==> config.mk <==
export PLATFORM = sky130hd
export DESIGN_NAME = tmr_irq_flags
export DESIGN_NICKNAME = d
export VERILOG_FILES = /design/src/rtl/tmr_flag_pkg.sv /design/src/rtl/tmr_mode_dec.sv /design/src/rtl/tmr_cmp_delay.sv /design/src/rtl/tmr_flag_cell.sv /design/src/rtl/tmr_irq_flags.sv
export SDC_FILE = /design/constraint.sdc
export NUM_CORES = 1
export LEC_CHECK = 0
export ABC_AREA = 1
export BUFFER_PORTS_ARGS = -buffer_cell sky130_fd_sc_hd__buf_2
export CAP_MARGIN = 20
export CORE_AREA = 2 2 39 41
export DETAILED_ROUTE_END_ITERATION = 12
export DIE_AREA = 0 0 41 43
export PLACE_DENSITY_LB_ADDON = 0.25
export RECOVER_POWER = 25
export SKIP_LAST_GASP = 1
export SLEW_MARGIN = 20
export SYNTH_ARGS = -nofsm -noshare
export SYNTH_HDL_FRONTEND = slang
export SYNTH_SLANG_ARGS = --single-unit
==> constraint.sdc <==
create_clock -name clk -period 0.9 [get_ports clk]
set_input_delay 0.045 -clock clk [delete_from_list [all_inputs] [get_ports clk]]
set_output_delay 0.045 -clock clk [all_outputs]
set_load 0.05 [all_outputs]
==> src/rtl/tmr_flag_pkg.sv <==
package tmr_flag_pkg;

    localparam int REG_W     = 8;
    localparam int NUM_FLAGS = 4;

    // flag indices, also the bit order of ack / irq_en / irq
    localparam int FLG_OVF  = 0;
    localparam int FLG_CMPA = 1;
    localparam int FLG_CMPB = 2;
    localparam int FLG_CAP  = 3;

    localparam logic [REG_W-1:0] FLAG_MASK = 8'h27;

    typedef enum logic {
        FLAG_IDLE    = 1'b0,
        FLAG_PENDING = 1'b1
    } flag_state_e;

    // register bit position of each flag index
    function automatic int flag_bit(input int idx);
        case (idx)
            FLG_OVF:  return 0;
            FLG_CMPA: return 1;
            FLG_CMPB: return 2;
            default:  return 5;
        endcase
    endfunction

endpackage

==> src/rtl/tmr_mode_dec.sv <==
module tmr_mode_dec #(
    parameter int WGM_W = 4
) (
    input  logic [WGM_W-1:0] wgm,
    output logic             cap_is_top,
    output logic             ovf_direct
);

    always_comb begin
        cap_is_top = (wgm == WGM_W'(8))  || (wgm == WGM_W'(10)) ||
                     (wgm == WGM_W'(12)) || (wgm == WGM_W'(14));
        ovf_direct = (wgm == WGM_W'(0))  || (wgm == WGM_W'(4));
    end

endmodule

==> src/rtl/tmr_cmp_delay.sv <==
module tmr_cmp_delay #(
    parameter int STAGES = 1
) (
    input  logic clk,
    input  logic rst_n,
    input  logic tick,
    input  logic hit,
    input  logic force_s,
    output logic set_o
);

    logic              hit_q;
    logic [STAGES-1:0] pipe_q;

    assign hit_q = hit & ~force_s;

    generate
        if (STAGES == 1) begin : g_one
            always_ff @(posedge clk) begin
                if (!rst_n)    pipe_q <= '0;
                else if (tick) pipe_q <= hit_q;
            end
        end else begin : g_many
            always_ff @(posedge clk) begin
                if (!rst_n)    pipe_q <= '0;
                else if (tick) pipe_q <= {pipe_q[STAGES-2:0], hit_q};
            end
        end
    endgenerate

    assign set_o = tick & pipe_q[STAGES-1];

    // an unforced ticked match enters the delay line
    a_r4_match_captured: assert property (@(posedge clk) disable iff (!rst_n)
        (tick && hit && !force_s) |=> pipe_q[0]);

    // a forced match is never stored
    a_r5_force_dropped: assert property (@(posedge clk) disable iff (!rst_n)
        (tick && force_s) |=> !pipe_q[0]);

    // held state does not move without a tick
    a_r10_pipe_hold: assert property (@(posedge clk) disable iff (!rst_n)
        !tick |=> $stable(pipe_q));

endmodule

==> src/rtl/tmr_flag_cell.sv <==
module tmr_flag_cell
    import tmr_flag_pkg::*;
(
    input  logic clk,
    input  logic rst_n,
    input  logic set_i,
    input  logic clr_i,
    output logic flag_o
);

    flag_state_e state_q;
    flag_state_e state_d;

    // next-state: raise on set, drop on clear unless set present
    always_comb begin
        state_d = state_q;
        unique case (state_q)
            FLAG_IDLE: begin
                if (set_i) state_d = FLAG_PENDING;
            end
            FLAG_PENDING: begin
                if (clr_i && !set_i) state_d = FLAG_IDLE;
            end
            default: state_d = FLAG_IDLE;
        endcase
    end

    always_ff @(posedge clk) begin
        if (!rst_n) state_q <= FLAG_IDLE;
        else        state_q <= state_d;
    end

    // output process
    always_comb begin
        flag_o = (state_q == FLAG_PENDING);
    end

    // a set in the same cycle as a clear leaves the flag set
    a_r9_set_wins: assert property (@(posedge clk) disable iff (!rst_n)
        set_i |=> flag_o);

    // a clear with no set empties the flag
    a_r7_r8_clear: assert property (@(posedge clk) disable iff (!rst_n)
        (clr_i && !set_i) |=> !flag_o);

    a_r1_hold_idle: assert property (@(posedge clk) disable iff (!rst_n)
        (!set_i && !flag_o) |=> !flag_o);

endmodule

==> src/rtl/tmr_irq_flags.sv <==
module tmr_irq_flags
    import tmr_flag_pkg::*;
#(
    parameter int WGM_W      = 4,
    parameter int CMP_STAGES = 1
) (
    input  logic                 clk,
    input  logic                 rst_n,
    input  logic                 tick,
    input  logic                 cap_pin_evt,
    input  logic                 top_hit,
    input  logic                 cmp_a_hit,
    input  logic                 cmp_b_hit,
    input  logic                 force_a,
    input  logic                 force_b,
    input  logic                 ovf_hit,
    input  logic [WGM_W-1:0]     wgm,
    input  logic                 wr_en,
    input  logic [REG_W-1:0]     wr_data,
    input  logic [NUM_FLAGS-1:0] ack,
    input  logic [NUM_FLAGS-1:0] irq_en,
    output logic [REG_W-1:0]     rd_data,
    output logic [NUM_FLAGS-1:0] irq
);

    logic                 cap_is_top;
    logic                 ovf_direct;
    logic                 set_cmpa;
    logic                 set_cmpb;
    logic [NUM_FLAGS-1:0] set_v;
    logic [NUM_FLAGS-1:0] clr_v;
    logic [NUM_FLAGS-1:0] flags;

    tmr_mode_dec #(.WGM_W(WGM_W)) u_mode (
        .wgm        (wgm),
        .cap_is_top (cap_is_top),
        .ovf_direct (ovf_direct)
    );

    tmr_cmp_delay #(.STAGES(CMP_STAGES)) u_dly_a (
        .clk     (clk),
        .rst_n   (rst_n),
        .tick    (tick),
        .hit     (cmp_a_hit),
        .force_s (force_a),
        .set_o   (set_cmpa)
    );

    tmr_cmp_delay #(.STAGES(CMP_STAGES)) u_dly_b (
        .clk     (clk),
        .rst_n   (rst_n),
        .tick    (tick),
        .hit     (cmp_b_hit),
        .force_s (force_b),
        .set_o   (set_cmpb)
    );

    always_comb begin
        set_v           = '0;
        set_v[FLG_CAP]  = tick & (cap_is_top ? top_hit : cap_pin_evt);
        set_v[FLG_CMPB] = set_cmpb;
        set_v[FLG_CMPA] = set_cmpa;
        set_v[FLG_OVF]  = tick & ovf_hit & ovf_direct;
    end

    always_comb begin
        for (int i = 0; i < NUM_FLAGS; i++) begin
            clr_v[i] = ack[i] | (wr_en & wr_data[flag_bit(i)]);
        end
    end

    generate
        for (genvar g = 0; g < NUM_FLAGS; g++) begin : g_flag
            tmr_flag_cell u_cell (
                .clk    (clk),
                .rst_n  (rst_n),
                .set_i  (set_v[g]),
                .clr_i  (clr_v[g]),
                .flag_o (flags[g])
            );
        end
    endgenerate

    always_comb begin
        rd_data = '0;
        for (int i = 0; i < NUM_FLAGS; i++) begin
            rd_data[flag_bit(i)] = flags[i];
        end
    end

    assign irq = flags & irq_en;

    // without a tick no flag rises
    a_r10_no_tick_no_rise: assert property (@(posedge clk) disable iff (!rst_n)
        !tick |=> ((flags & ~$past(flags)) == '0));

    // overflow strobe ignored outside the direct modes
    a_r6_ovf_mode: assert property (@(posedge clk) disable iff (!rst_n)
        (!ovf_direct && !flags[FLG_OVF]) |=> !flags[FLG_OVF]);

    // in TOP-from-capture modes the pin event alone does nothing
    a_r3_pin_ignored: assert property (@(posedge clk) disable iff (!rst_n)
        (cap_is_top && !top_hit && !flags[FLG_CAP]) |=> !flags[FLG_CAP]);

    // a write touching only reserved bits, with no set or ack, changes nothing
    a_r7_rsvd_write: assert property (@(posedge clk) disable iff (!rst_n)
        (wr_en && ((wr_data & FLAG_MASK) == '0) && (ack == '0) && (set_v == '0))
        |=> (rd_data == $past(rd_data)));

endmodule

After elaboration in Yosys (flattened, before gate mapping) --
Index checks and enable logic that the tools add are counted.
Operators by class: equality and inequality tests 5, multiplexer cells 13, bitwise operators 22, reduce and logical (&&, ||, !) cells 13
Operators with widths (count):
- $eq A4 B4 Y1 const B | 4
- $and A1 B1 Y1 | 11
- $mux W1 | 9
- $pmux W1 S2 | 4
- $not A1 Y1 | 6
- $and A4 B4 Y4 | 1
- $eq A4 B3 Y1 const B | 1
- $logic_and A1 B1 Y1 | 4
- $logic_not A1 Y1 | 4
- $logic_not A4 Y1 | 1
- $logic_or A1 B1 Y1 | 4
- $or A1 B1 Y1 | 4
Storage, ports and cells: flip-flop bits (word level) 6, bits of input ports 31, output and inout bits 12, logic and storage cells 59

Logic depth before layout (Yosys ltp) --
depth in word-level cells 10, gate-level depth with buffers 5, depth with buffers taken out 5

Hierarchy --
Synthesis repeated with hierarchy kept, for this count alone.
Unflattened totals: cell total of the unflattened synthesis 68, area, all modules 422.9 um^2
By module, submodules not included:
- tmr_flag_cell | times used 4, cells an instance 6, area an instance 43.8 um^2, seq. area each 20.0 um^2
- tmr_irq_flags | times used 1, cells an instance 23, area an instance 121.4 um^2, seq. area each 0.0 um^2
- tmr_cmp_delay | times used 2, cells an instance 8, area an instance 52.6 um^2, seq. area each 20.0 um^2
- tmr_mode_dec | times used 1, cells an instance 5, area an instance 21.3 um^2, seq. area each 0.0 um^2

Worst setup path before layout --
OpenSTA, ideal clock, no wires.
path kind reg2out, from register g_flag[0].u_cell.state_q, to output irq[0], arrival time 0.675 ns, required time 0.855 ns, path slack 0.180 ns, stages on the path, launching flop included 3, path buffers 0, cells stage by stage dfxtp_1 nand2_1 inv_1
On the way: cells in the longest elaborated chain, start to end 1
Ends and longest elaborated chain:
- start, declared | line tmr_flag_cell.sv:11 | flag_state_e state_q;
- start signal, assigned | line tmr_flag_cell.sv:30 | else state_q <= state_d;
- $and A4 B4 Y4 | line tmr_irq_flags.sv:91 | assign irq = flags & irq_en;
- end, declared | line tmr_irq_flags.sv:23 | output logic [NUM_FLAGS-1:0] irq
No other way between the ends.

Worst setup path in the final report --
from register g_flag[1].u_cell.state_q, to output irq[1]
On the way: cells in the longest elaborated chain, start to end 1
Ends and longest elaborated chain (line):
- start, declared | tmr_flag_cell.sv:11
- start signal, assigned | tmr_flag_cell.sv:30
- $and A4 B4 Y4 | tmr_irq_flags.sv:91
No other way between the ends.

==> impl_metrics.csv <==
group,metric,value,unit
pwr,power.static_leakage,0.000339,uW
synthesis,synth.yosys.seq_area_share,32.7,%
cts,cts_tree,"yes",
cts,postCtsSetupBuffers,0,
synthesis,synth_cell_type_count,11,
global_route,grt_antenna_before_repair,0,
cts,cts-buffers-inserted,3,
finish,final_nets,120,
synthesis,post_synth.cell_area_avg,6.57,sq um
synthesis,syn-cell-area,368,sq um
finish,flow.area_growth_from_synthesis,57.5,%
pwr,peakVddDrop,426,uV
min_path,hold_path_class,"in -> reg",
floorplanning,row_cnt,14,
pwr,power_per_cell_area,1260,mW/mm^2
run,max_cap_violations,0,
cts,clk_path_buf_depth,2,
finish,multiInputGateArea,163,sq um
min_path,hold_worst_path_end,"u_dly_a.pipe_q$_SDFFE_PN0P_",
drt,drt.antenna.violating_nets,0,
drt,drt_drc_violations_left,0,
placed_design,routabilityCongestion,0.663,
pwr,power.internal,504,uW
synthesis,synthCells,56,
min_path,startpoint_of_the_most_critical_hold_path,"force_a",
timing,final_hold_viol_count,0,
synthesis,synth_warnings,0,
floorplanning,num_io_pins,43,
global_route,grt_first_pass_wirelength,1.19,mm
floorplanning,floorplan.initialDensity,26.6,%
setup_path,crit_type,"reg -> out",
cts,clkTransAtPathRegs,50,ps
cts,cts_max_level,1,
timing,fin_tns_setup,0,ps
min_path,timing.hold.worst_path_depth,4,
drt,detail_route.first_pass.iterations,4,
finish,n_fill_cell,160,
pwr,seqPwrFrac,39.4,%
drt,wl_per_cell,7.81,um
setup_path,cp-start-kind,"register",
cts,clock_latency_on_the_worst_skew_pair,240,ps
drt,wl,804,um
timing,grt_setup_unrepaired,"yes",
global_route,grt.total_usage,10.6,%
pwr,net-switching-power,225,uW
finish,final_cell_area,579,sq um
setup_path,rr_startpoint,"u_dly_b.pipe_q$_SDFFE_PN0P_",
placed_design,port_buffers,33,
floorplanning,fp.dieArea,0.00176,sq mm
finish,register_area,125,sq um
floorplanning,die_width,41,um
setup_path,reg2reg_to,"u_dly_b.pipe_q$_SDFFE_PN0P_",
pwr,power_frac_clock,34.3,%
timing,slew_violations,0,
setup_path,worst_ep_required_time,850,ps
placed_design,placed_area,504,sq um
setup_path,cp.arrival,830,ps
placed_design,place.detailed.hpwl,663,um
outcome,result_of_the_run,"completed",
floorplanning,core_area,0.00138,sq mm
global_route,globalRouteOverflowTotal,0,
timing,final.min_clock_period,872,ps
timing,fmax,1150,MHz
global_route,first_global_vias,341,
drt,detail_route.vias_per_cell,3.95,
drt,drt_first_iter_violations,8,
pwr,totalPowerFinal,729,uW
pwr,share_of_total_power_in_combinational_logic,26.3,%
timing,worst_hold_slack,52.1,ps
pwr,power.share.switching,30.8,%
synthesis,netlist_top_cells_area,"dfxtp_1 33%, buf_4 16%, nand2_1 14%, inv_1 11%, a21oi_1 8.2%",
timing,setup-violations-final,0,
timing,clock-skew-final,1.54,ps
setup_path,reg2reg_depth,2,
cts,clock_sinks,6,
drt,vias,407,
floorplanning,die_height,43,um
finish,diodes,0,
synthesis,synth.ff_latch_count,6,
setup_path,reg2reg_slack,270,ps
setup_path,worst_setup_path_end_kind,"output port",
finish,ratio_of_cells_with_drive_above_1_in_the_final_layout,50.6,%
synthesis,yosysTopAreaCell,"dfxtp_1",
global_route,grt_max_degree,9,
setup_path,crit_path_max_fanout,3,
timing,timing.final.crit_share,96.8,%
cts,root_buffer,"clkbuf_4",
synthesis,synth_top_cell_area_share,32.7,%
## metrics by stage
| stage | instances | util (%) | setup WS (ps) |
|---|---|---|---|
| 3_5_place_dp | 100 | 36.4 | 184 |
| 5_1_grt | 103 | 41.9 | -31.9 |
| 4_1_cts | 103 | 40.3 | -6.77 |
| 6_report | 103 | 41.9 | 28.5 |
| 3_3_place_gp | 100 | 36.4 | 196 |
| 2_1_floorplan | 59 | - | 180 |
## what timing repair did
action	in CTS	in global routing
hold buffers	0	0
gates cloned	0	0
resized for setup	11	11
setup endpoints to repair	8	6
pin swaps	0	0
## worst max path at each step
stage / startpoint / endpoint / cells after the start / slack (ps)
6_report: g_flag[1].u_cell.flag_o$_SDFF_PN0_ / irq[1] / 3 / 30
5_1_grt: g_flag[1].u_cell.flag_o$_SDFF_PN0_ / irq[1] / 3 / -30
4_1_cts: g_flag[3].u_cell.flag_o$_SDFF_PN0_ / rd_data[5] / 1 / -7
3_5_place_dp: g_flag[2].u_cell.flag_o$_SDFF_PN0_ / irq[2] / 3 / 180
3_3_place_gp: g_flag[3].u_cell.flag_o$_SDFF_PN0_ / irq[3] / 3 / 200
2_1_floorplan: g_flag[0].u_cell.flag_o$_SDFF_PN0_ / irq[0] / 2 / 180
## registers in the layout, indices dropped and copies added, names as in the netlist
signal                flops
u_dly_a.pipe_q            1
g_flag.u_cell.flag_o      4
u_dly_b.pipe_q            1
## logic make-up after synthesis
kind of cell	synth area share (%)
DFF	32.7
buffers and inverters	27.6
AOI/OAI and AO/OA	10.9
other	1.02
and+or+nand+nor	27.9
## power by group through the flow
stage	combinational, uW	clock, uW	sequential [uW]
4_1_cts	187	261	286
3_5_place_dp	180	0	290
5_1_grt	212	279	288
3_3_place_gp	178	0	290
6_report	192	250	287
2_1_floorplan	130	0	289
## cells in the mapped netlist
library cell,instances
nand4_1,1
a21oi_1,6
dfxtp_1,6
o21ai_0,2
nand3b_1,4
buf_4,8
nand2_1,14
conb_1,1
nand3_1,2
nor2_1,1
inv_1,11
## worst max-delay path, cell delays in order, from the launching register on
cell     delay, ps
dfxtp_2        330
nand2_1         50
inv_1           60
buf_6          150
## metal layers
| layer | GRT usage, % | part of all wire [%] |
|---|---|---|
| met1 | 10.7 | 37 |
| met4 | 14.0 | 1.7 |
| met2 | 15.0 | 50 |
| met3 | 1.57 | 11 |
| met5 | 0 | 0 |
## cell usage in the layout, fill, tap and decap left out
cell type,count
nand2_1,12
dfxtp_1,2
nand3_1,2
nand2_2,2
o21ai_0,2
conb_1,4
buf_8,2
dfxtp_2,4
buf_6,2
nor2_1,1
inv_1,9
buf_2,25
a21oi_1,6
buf_4,2
nand3b_1,4
inv_2,2
nand4_1,1
clkbuf_4,5
## cell type report
type	instances	area share, %
Clock buffer	3	3.89
Inverter	11	7.13
Multi-Input combinational cell	34	28.1
Sequential cell	6	21.6
Tap cell	16	3.46
Timing Repair Buffer	33	35.9
(Power assumes the default switching activity.)
